File: src/rtl/hmm_seq_pkg.sv
package hmm_seq_pkg;
   typedef enum logic [2:0] {
      PH_IDLE  = 3'd0,
      PH_FEAT  = 3'd1,
      PH_BIAS  = 3'd2,
      PH_TRANS = 3'd3,
      PH_DIM   = 3'd4,
      PH_FIN   = 3'd5
   } phase_t;
endpackage

File: src/rtl/hmm_step_ctr.sv
module hmm_step_ctr #(
   parameter int W = 16
) (
   input  logic         clk,
   input  logic         rst_n,
   input  logic         clr,
   input  logic         inc,
   input  logic [W-1:0] limit,
   output logic [W-1:0] count,
   output logic         last
);
   assign last = (count == limit - W'(1));

   always_ff @(posedge clk or negedge rst_n) begin
      if (!rst_n)
         count <= '0;
      else if (clr)
         count <= '0;
      else if (inc)
         count <= last ? '0 : count + W'(1);
   end
endmodule

File: src/rtl/hmm_frame_mask.sv
module hmm_frame_mask #(
   parameter int CW    = 16,
   parameter int MAX_M = 8,
   parameter bit MASK_EN = 1'b1
) (
   input  logic [CW-1:0]    base,
   input  logic [CW-1:0]    frames,
   input  logic [CW-1:0]    block,
   output logic [MAX_M-1:0] mask
);
   localparam int XW = CW + 1;

   for (genvar i = 0; i < MAX_M; i++) begin : g_slot
      if (MASK_EN) begin : g_masked
         logic [XW-1:0] pos;
         assign pos = {1'b0, base} + XW'(i);
         assign mask[i] = (XW'(i) < {1'b0, block}) && (pos < {1'b0, frames});
      end else begin : g_plain
         assign mask[i] = (XW'(i) < {1'b0, block});
      end
   end
endmodule

File: src/rtl/hmm_block_sequencer.sv
module hmm_block_sequencer
   import hmm_seq_pkg::*;
#(
   parameter int CW      = 16,
   parameter int MAX_M   = 8,
   parameter bit MASK_EN = 1'b1
) (
   input  logic              clk,
   input  logic              rst_n,
   input  logic              start,
   input  logic [CW-1:0]     cfg_states,
   input  logic [CW-1:0]     cfg_dims,
   input  logic [CW-1:0]     cfg_block,
   input  logic [CW-1:0]     cfg_group,
   input  logic [CW-1:0]     cfg_frames,
   input  logic [CW-1:0]     cfg_models,
   output logic              busy,
   output logic              done,
   output logic              feat_ld,
   output logic [2*CW-1:0]   feat_slot,
   output logic [2*CW-1:0]   feat_addr,
   output logic              ld_pair,
   output logic              ld_bias,
   output logic              ld_init,
   output logic              ld_self,
   output logic              ld_cross,
   output logic              acc_start,
   output logic              copy_stb,
   output logic              score_en,
   output logic [CW-1:0]     idx_model,
   output logic [CW-1:0]     idx_state,
   output logic [CW-1:0]     idx_dim,
   output logic [CW-1:0]     block_base,
   output logic              model_valid,
   output logic [MAX_M-1:0]  frame_valid
);
   localparam int DW = 2 * CW;
   localparam int XW = CW + 1;

   if (CW < 4) begin : g_bad_cw
      $error("hmm_block_sequencer: CW must be at least 4");
   end
   if (MAX_M < 2) begin : g_bad_m
      $error("hmm_block_sequencer: MAX_M must be at least 2");
   end

   phase_t          phase;
   logic [CW-1:0]   group_base;
   logic [CW-1:0]   model_ofs;
   logic [DW-1:0]   feat_beats;
   logic [DW-1:0]   base_word;
   logic            feat_last, dim_last, st_last, mi_last;
   logic            blk_end, grp_end, dim_wrap, st_wrap, loop_clr;

   assign feat_beats = DW'((DW'(cfg_block) * DW'(cfg_dims)) >> 1);
   assign base_word  = DW'((DW'(block_base) * DW'(cfg_dims)) >> 1);

   assign dim_wrap = (phase == PH_DIM) && dim_last;
   assign st_wrap  = dim_wrap && st_last;
   assign loop_clr = (phase == PH_IDLE) || (phase == PH_FEAT);

   hmm_step_ctr #(.W(DW)) u_feat (
      .clk(clk), .rst_n(rst_n),
      .clr(phase != PH_FEAT), .inc(phase == PH_FEAT),
      .limit(feat_beats), .count(feat_slot), .last(feat_last));

   hmm_step_ctr #(.W(CW)) u_dim (
      .clk(clk), .rst_n(rst_n),
      .clr(phase != PH_DIM), .inc(phase == PH_DIM),
      .limit(cfg_dims), .count(idx_dim), .last(dim_last));

   hmm_step_ctr #(.W(CW)) u_state (
      .clk(clk), .rst_n(rst_n),
      .clr(loop_clr), .inc(dim_wrap),
      .limit(cfg_states), .count(idx_state), .last(st_last));

   hmm_step_ctr #(.W(CW)) u_model (
      .clk(clk), .rst_n(rst_n),
      .clr(loop_clr), .inc(st_wrap),
      .limit(cfg_group), .count(model_ofs), .last(mi_last));

   hmm_frame_mask #(.CW(CW), .MAX_M(MAX_M), .MASK_EN(MASK_EN)) u_mask (
      .base(block_base), .frames(cfg_frames), .block(cfg_block),
      .mask(frame_valid));

   assign blk_end = ({1'b0, block_base} + {1'b0, cfg_block}) >= {1'b0, cfg_frames};
   assign grp_end = ({1'b0, group_base} + {1'b0, cfg_group}) >= {1'b0, cfg_models};

   always_ff @(posedge clk or negedge rst_n) begin
      if (!rst_n) begin
         phase      <= PH_IDLE;
         block_base <= '0;
         group_base <= '0;
         score_en   <= 1'b0;
      end else begin
         score_en <= copy_stb;
         case (phase)
            PH_IDLE: if (start) begin
               phase      <= PH_FEAT;
               block_base <= '0;
               group_base <= '0;
            end
            PH_FEAT:  if (feat_last) phase <= PH_BIAS;
            PH_BIAS:  phase <= PH_TRANS;
            PH_TRANS: phase <= PH_DIM;
            PH_DIM: if (dim_last) begin
               if (st_last && mi_last) begin
                  if (blk_end) begin
                     if (grp_end) begin
                        phase <= PH_FIN;
                     end else begin
                        group_base <= group_base + cfg_group;
                        block_base <= '0;
                        phase      <= PH_FEAT;
                     end
                  end else begin
                     block_base <= block_base + cfg_block;
                     phase      <= PH_FEAT;
                  end
               end else begin
                  phase <= PH_BIAS;
               end
            end
            PH_FIN:   phase <= PH_IDLE;
            default:  phase <= PH_IDLE;
         endcase
      end
   end

   assign busy      = (phase == PH_FEAT) || (phase == PH_BIAS) ||
                      (phase == PH_TRANS) || (phase == PH_DIM);
   assign done      = (phase == PH_FIN);
   assign feat_ld   = (phase == PH_FEAT);
   assign feat_addr = base_word + feat_slot;
   assign ld_bias   = (phase == PH_BIAS);
   assign ld_init   = ld_bias && (block_base == '0);
   assign ld_self   = (phase == PH_TRANS);
   assign ld_cross  = ld_self && (idx_state != '0);
   assign ld_pair   = (phase == PH_DIM);
   assign acc_start = ld_pair && (idx_dim == '0);
   assign copy_stb  = dim_wrap;
   assign idx_model = group_base + model_ofs;

   logic [XW-1:0] model_x;
   assign model_x     = {1'b0, group_base} + {1'b0, model_ofs};
   assign model_valid = model_x < {1'b0, cfg_models};
endmodule

File: config.mk
export PLATFORM = sky130hd
export DESIGN_NAME = hmm_block_sequencer
export DESIGN_NICKNAME = d
export VERILOG_FILES = /design/src/rtl/hmm_seq_pkg.sv /design/src/rtl/hmm_step_ctr.sv /design/src/rtl/hmm_frame_mask.sv /design/src/rtl/hmm_block_sequencer.sv
export SDC_FILE = /design/constraint.sdc
export NUM_CORES = 2
export LEC_CHECK = 0
export BUFFER_PORTS_ARGS = -buffer_cell sky130_fd_sc_hd__buf_2
export CORE_MARGIN = 1
export CORE_UTILIZATION = 50
export DETAILED_ROUTE_END_ITERATION = 12
export PLACE_DENSITY = 0.73
export SETUP_SLACK_MARGIN = 0.5
export SLEW_MARGIN = 15
export SYNTH_ARGS = -nofsm -noshare
export SYNTH_HDL_FRONTEND = slang
export SYNTH_SLANG_ARGS = --single-unit
File: constraint.sdc
create_clock -name clk -period 8.5 [get_ports clk]
set_input_delay 0.85 -clock clk [delete_from_list [all_inputs] [get_ports clk]]
set_output_delay 0.85 -clock clk [all_outputs]
set_load 0.05 [all_outputs]
# ---- Word level (Yosys, flattened, before mapping)
# Index checks and enable logic that the tools add are counted.
dict set report totals {
  output_inout_bits 148
  input_bits 99
  elab_cells 129
  register_bits 116
}
dict set report op_classes {
  n_mux 30
  addsub 22
  n_eq_ne 18
  n_lt_le_gt_ge 19
  mul 2
  n_reduce_logical 30
}
# op count
set op_table {}
lappend op_table {{$mux 16} 18}
lappend op_table {{$lt 17x16->1} 8}
lappend op_table {{$mux 32} 3}
lappend op_table {{$add 16x3->17 const B} 4}
lappend op_table {{$lt 3x16->1 const A} 4}
lappend op_table {{$mul 16x16->32} 2}
lappend op_table {{$pmux 16 s2} 2}
lappend op_table {{$add 16x16->17} 3}
lappend op_table {{$add 16x1->16 const B} 3}
lappend op_table {{$add 16x16->16} 3}
lappend op_table {{$eq 16x16->1} 3}
lappend op_table {{$sub 16x1->16 const B} 3}
lappend op_table {{$add 16x2->17 const B} 2}
lappend op_table {{$ge 17x16->1} 2}
lappend op_table {{$add 31x32->32} 1}
lappend op_table {{$add 32x1->32 const B} 1}
lappend op_table {{$eq 32x32->1} 1}
lappend op_table {{$logic_not 16->1} 2}
lappend op_table {{$lt 1x16->1 const A} 2}
lappend op_table {{$lt 2x16->1 const A} 2}
lappend op_table {{$sub 31x1->32 const B} 1}
lappend op_table {{$mux 3} 6}
lappend op_table {{$add 16x1->17 const B} 1}
lappend op_table {{$lt 16x16->1} 1}
lappend op_table {{16 further kinds} 43}

# ---- Longest topological paths before layout
dict set report depth {
  ltp_word 7
  mapped_depth 40
}

# ---- Modules after synthesis
# From an unflattened synthesis, not the netlist that was laid out.
dict set report unflattened {
  cells_unflattened 4332
  hier_area_um2 35684.2
}
# mod seq_area_each_um2 area_per_inst_um2 n_inst cells_each
set modules_own_cells {}
lappend modules_own_cells {hmm_block_sequencer 900.9 23417.5 1 2773}
lappend modules_own_cells {{hmm_step_ctr at u_dim ...} 400.4 1566.5 3 181}
lappend modules_own_cells {hmm_frame_mask 0.0 4239.1 1 571}
lappend modules_own_cells {{hmm_step_ctr at u_feat} 800.8 3328.2 1 445}

# ---- Worst setup path before layout
# Ideal clock, no wire load.
dict set report synth_path {
  kind {register -> output}
  startpoint {reg block_base[7]}
  endpoint {out feat_addr[30]}
  path_stages_with_launch 32
  required_time_ps 7650
  slack_ps -2141
  path_buffers 2
  arrival_time_ps 9791
  cell_sequence {dfrtp_1 clkbuf_1 clkbuf_1 nand2_1 fa_1 inv_1 fa_1 inv_1 fa_1 inv_1 fa_1 inv_1 fa_1 inv_1 fa_1 ha_1 a21o_1 a21o_1 a21o_1 a2111oi_0 nor3b_1 o21a_1 nor2_1 xnor2_1 ha_1 a211o_1 a21oi_1 o21ai_0 a21oi_1 o31ai_1 a221o_1 o311ai_0}
}
dict set report synth_via {
  elab_chain_cells 2
}
# element line_no
set synth_rtl {}
lappend synth_rtl {{start: declaration} hmm_block_sequencer.sv:33} ;# output logic [CW-1:0] block_base,
lappend synth_rtl {{start signal: assignment} hmm_block_sequencer.sv:117} ;# block_base <= block_base + cfg_block;
lappend synth_rtl {{$mul 16x16->32} hmm_block_sequencer.sv:56} ;# assign base_word = DW'((DW'(block_base) * DW'(cfg_dims)) >> 1);
lappend synth_rtl {{$add 31x32->32} hmm_block_sequencer.sv:134} ;# assign feat_addr = base_word + feat_slot;
lappend synth_rtl {{end: declaration} hmm_block_sequencer.sv:21} ;# output logic [2*CW-1:0] feat_addr,
# No other way between the ends.

# ---- Worst setup path in the final report
dict set report layout_path {
  startpoint {in cfg_dims[2]}
  endpoint {out feat_addr[29]}
}
dict set report layout_via {
  elab_chain_cells 2
}
# element line_no
set layout_rtl {}
lappend layout_rtl {{start: declaration} hmm_block_sequencer.sv:12} ;# input logic [CW-1:0] cfg_dims,
lappend layout_rtl {{$mul 16x16->32} hmm_block_sequencer.sv:56}
lappend layout_rtl {{$add 31x32->32} hmm_block_sequencer.sv:134}
# No other way between the ends.

==> metrics.md <==
| Metric | Value |
|---|---|
| Final Core Density | 61.7% |
| WP data arrival | 8.12 ns |
| Synth Warn # | 0 |
| Fmax | 112 MHz |
| Detailed Place HPWL | 85700 um |
| Seq pwr share | 4.2% |
| Combinational fraction of design power | 91.0% |
| Crit path max fanout | 6 |
| Fin Clk Skew | 0.0193 ns |
| Final Critical Period | 8.97 ns |
| CTS Buf Count | 17 |
| Die area | 69200 sq um |
| CP bufs+invs | 8 |
| Post-Layout Cell Count | 5523 |
| Commonest non-fill, non-tap cell in the layout | inv_1 |
| Hold WC Path Type | in2async |
| Horiz. Die Dim | 263 um |
| Largest net degree at the start of global routing | 70 |
| Reg2Reg Capture Point | group_base[15]$_DFFE_PN0P_ |
| Total wire length | 108000 um |
| Final hold vios | 0 |
| H-tree Lvls | 4 |
| Wire per inst | 19.5 um |
| Yosys top cell by area | fa_1 |
| Routed Antenna Nets | 0 |
| Outcome | finished, violations left |
| I/O Buffers | 246 |
| Ys async rst share | 100% |
| Tightest Pin Transition | 1.20 ns |
| Worst slew margin | 20.0% |
| Worst setup EP type | primary output |
| Global Route Usage Sum | 30.6% |
| Core Region | 67300 sq um |
| Synth top area share | 23.0% |
| Post-synthesis instance total | 4111 |
| CP max stage cell | fa_1 |
| R2r worst-path depth | 25 |
| Clk root buf | clkbuf_16 |
| CTS Buffer Depth | 2 |
| Fillers | 5620 |
| Crit share post-route | 105% |
| Synth top area cells | fa_1 23%, ha_1 17%, dfrtp_1 8.5% |
| Critical path's most frequent cell | a21o_1 |
| Avg Cell Area, Syn | 8.29 sq um |
| Vias in the first global route | 31643 |
| Net count after synthesis | 5073 |
| Post-route worst hold slack | 0.417 ns |
| Most used DFF post-synth | dfrtp_1 |
| First-pass GRT wire length | 169000 um |
| Initial Utilization | 50.7% |
| Clock network power share | 4.9% |
| Register area share after synthesis | 8.52% |
| Clk pin slew, worst setup/hold paths | 0.07 ns |
| Num Clock Sinks | 116 |
| Pleak | 21.5 nW |
| Overflow after GRT | 0 |
| Peak supply drop | 1.15 mV |
| Cell Int Power | 7.41 mW |
| # rows | 95 |
| # DRC | 0 |
| Slack of the critical path | -0.466 ns |
| Largest stage delay, worst path | 0.55 ns |
| Count of cell types in the netlist | 102 |
| Gp weighted congestion | 0.955 |
| Crit path kind | in2out |
| Register bit total from synthesis | 116 |
| Initial antenna violation count | 8 |
| Die height | 263 um |
| Crit path max-delay family | adder cells |
| Final #Nets | 5594 |
| RSZ-0062 raised after global routing | yes |
| Switch Pwr | 7.42 mW |
| Reg2reg start | block_base[0]$_DFFE_PN0P_ |
| Number of synthesized flops with an enable pin | 0 |
| Layout cells sized above 1 | 21.5% |
| PD cells | 357 nW/um^2 |
| Max-cap violations | 0 |
| R2r setup slk | 1.88 ns |
| Max-slew violations | 0 |
| CP Data Required Time | 7.65 ns |
| Violated checks | negative setup slack |
| Layout area overhead | 21.8% |
| Post-Place Setup Slack | -0.816 ns |
| DRT iter0 DRCs | 2618 |
| Most frequent cells in the layout | 530 x inv_1, 487 x nand2_1, 444 x ha_1 |
| Cell Area, Synth | 34100 sq um |
| Ports | 247 |
| # setup viols final | 11 |
| Critical Path Start Type | primary input |
| Via/cell ratio | 5.79 |
| Total number of vias | 31981 |
| Power after layout | 14.8 mW |
| Placed Instances | 5433 |
| Clk_lat worst skew | 0.47 ns |
| Switch share | 50.0% |
| CTS tree | built |
| Pre-antenna DRT Iters | 6 |
-- power groups by stage --
stage	combinational (mW)	clock, mW	sequential (mW)
final	13.5	0.722	0.618
after CTS	12.7	0.731	0.618
after global routing	14.6	0.750	0.623
after global placement	11.3	0	0.628
after floorplan	7.33	0	0.676
after detailed placement	11.5	0	0.628
-- cell usage after synthesis (all sizes together), types with 11 or more instances --
library cell	n
a211o	12
a211oi	22
a21o	102
a21oi	154
a31o	11
a31oi	22
and2	193
and3	42
and4	15
buf	33
clkbuf	158
dfrtp	116
fa	392
ha	471
inv	538
mux2i	14
nand2	510
nand2b	31
nand3	108
nand4	50
nor2	219
nor2b	31
nor3	101
nor4	28
o211ai	24
o21a	41
o21ai	91
o21bai	30
o31ai	14
or2	11
or3	23
or4	12
xnor2	215
xor2	141
-- flip-flops by register name, indices dropped and copies added, names as in the netlist --
name,flops
block_base,16
group_base,16
phase,3
score_en,1
u_dim.count,16
u_feat.count,32
u_model.count,16
u_state.count,16
-- final cells by class --
type                            count  area [sq um]  area share [%]
Multi-Input combinational cell   3264         29600            71.3
Timing Repair Buffer              695          5310            12.8
Sequential cell                   116          2920            7.03
Inverter                          538          2020            4.86
Tap cell                          873          1090            2.63
Clock buffer                       17           425            1.02
Clock inverter                     15           135           0.325
Antenna cell                        5          12.5          0.0301
-- routing by layer --
metal | wire length, um | GRT usage, %
met5 | 66 | 0
met4 | 5060 | 14.1
met3 | 8490 | 4.72
met2 | 51200 | 50.7
met1 | 43100 | 39.4
-- what timing repair did --
item                       CTS  global route
pin swaps                  125            48
buffers inserted            32            15
setup endpoints to repair   51            52
gates cloned                 6             0
resized for setup          242            89
hold buffers                 0             0
-- how the worst max path moves through the flow --
| stage | slack, ns | end | startpoint | depth (start not counted) |
|---|---|---|---|---|
| final | -0.47 | feat_addr[29] | cfg_dims[2] | 35 |
| after global routing | -0.78 | feat_addr[29] | block_base[2]$_DFFE_PN0P_ | 36 |
| after CTS | -0.46 | feat_addr[29] | cfg_dims[1] | 33 |
| after detailed placement | -0.82 | feat_addr[29] | cfg_dims[5] | 37 |
| after global placement | -0.68 | feat_addr[29] | cfg_dims[6] | 40 |
| after floorplan | -0.21 | feat_addr[30] | cfg_dims[2] | 31 |
-- per-stage QoR --
| step | area (sq um) | setup TNS, ns |
|---|---|---|
| global route | 41500 | -8.30 |
| global placement | 39000 | -21.98 |
| floorplan | 34800 | -0.633 |
| CTS | 41000 | -2.45 |
| detailed placement | 39000 | -27.29 |
| finish | 41500 | -3.22 |
-- logic make-up (layout without fill, tap and decap cells) --
kind of cell,Yosys count,count (layout),share of synthesized area (%)
flip-flops,116,116,8.52
buffers and inverters,731,1265,8.32
multiplexers,14,14,0.411
XOR/XNOR,357,357,9.21
AND/OR/NAND/NOR,1413,1413,20.9
other,0,5,0
adder cells (fa/ha/maj),864,864,40.3
AO/OA/AOI/OAI,616,616,12.3
(Power assumes the default switching activity.)
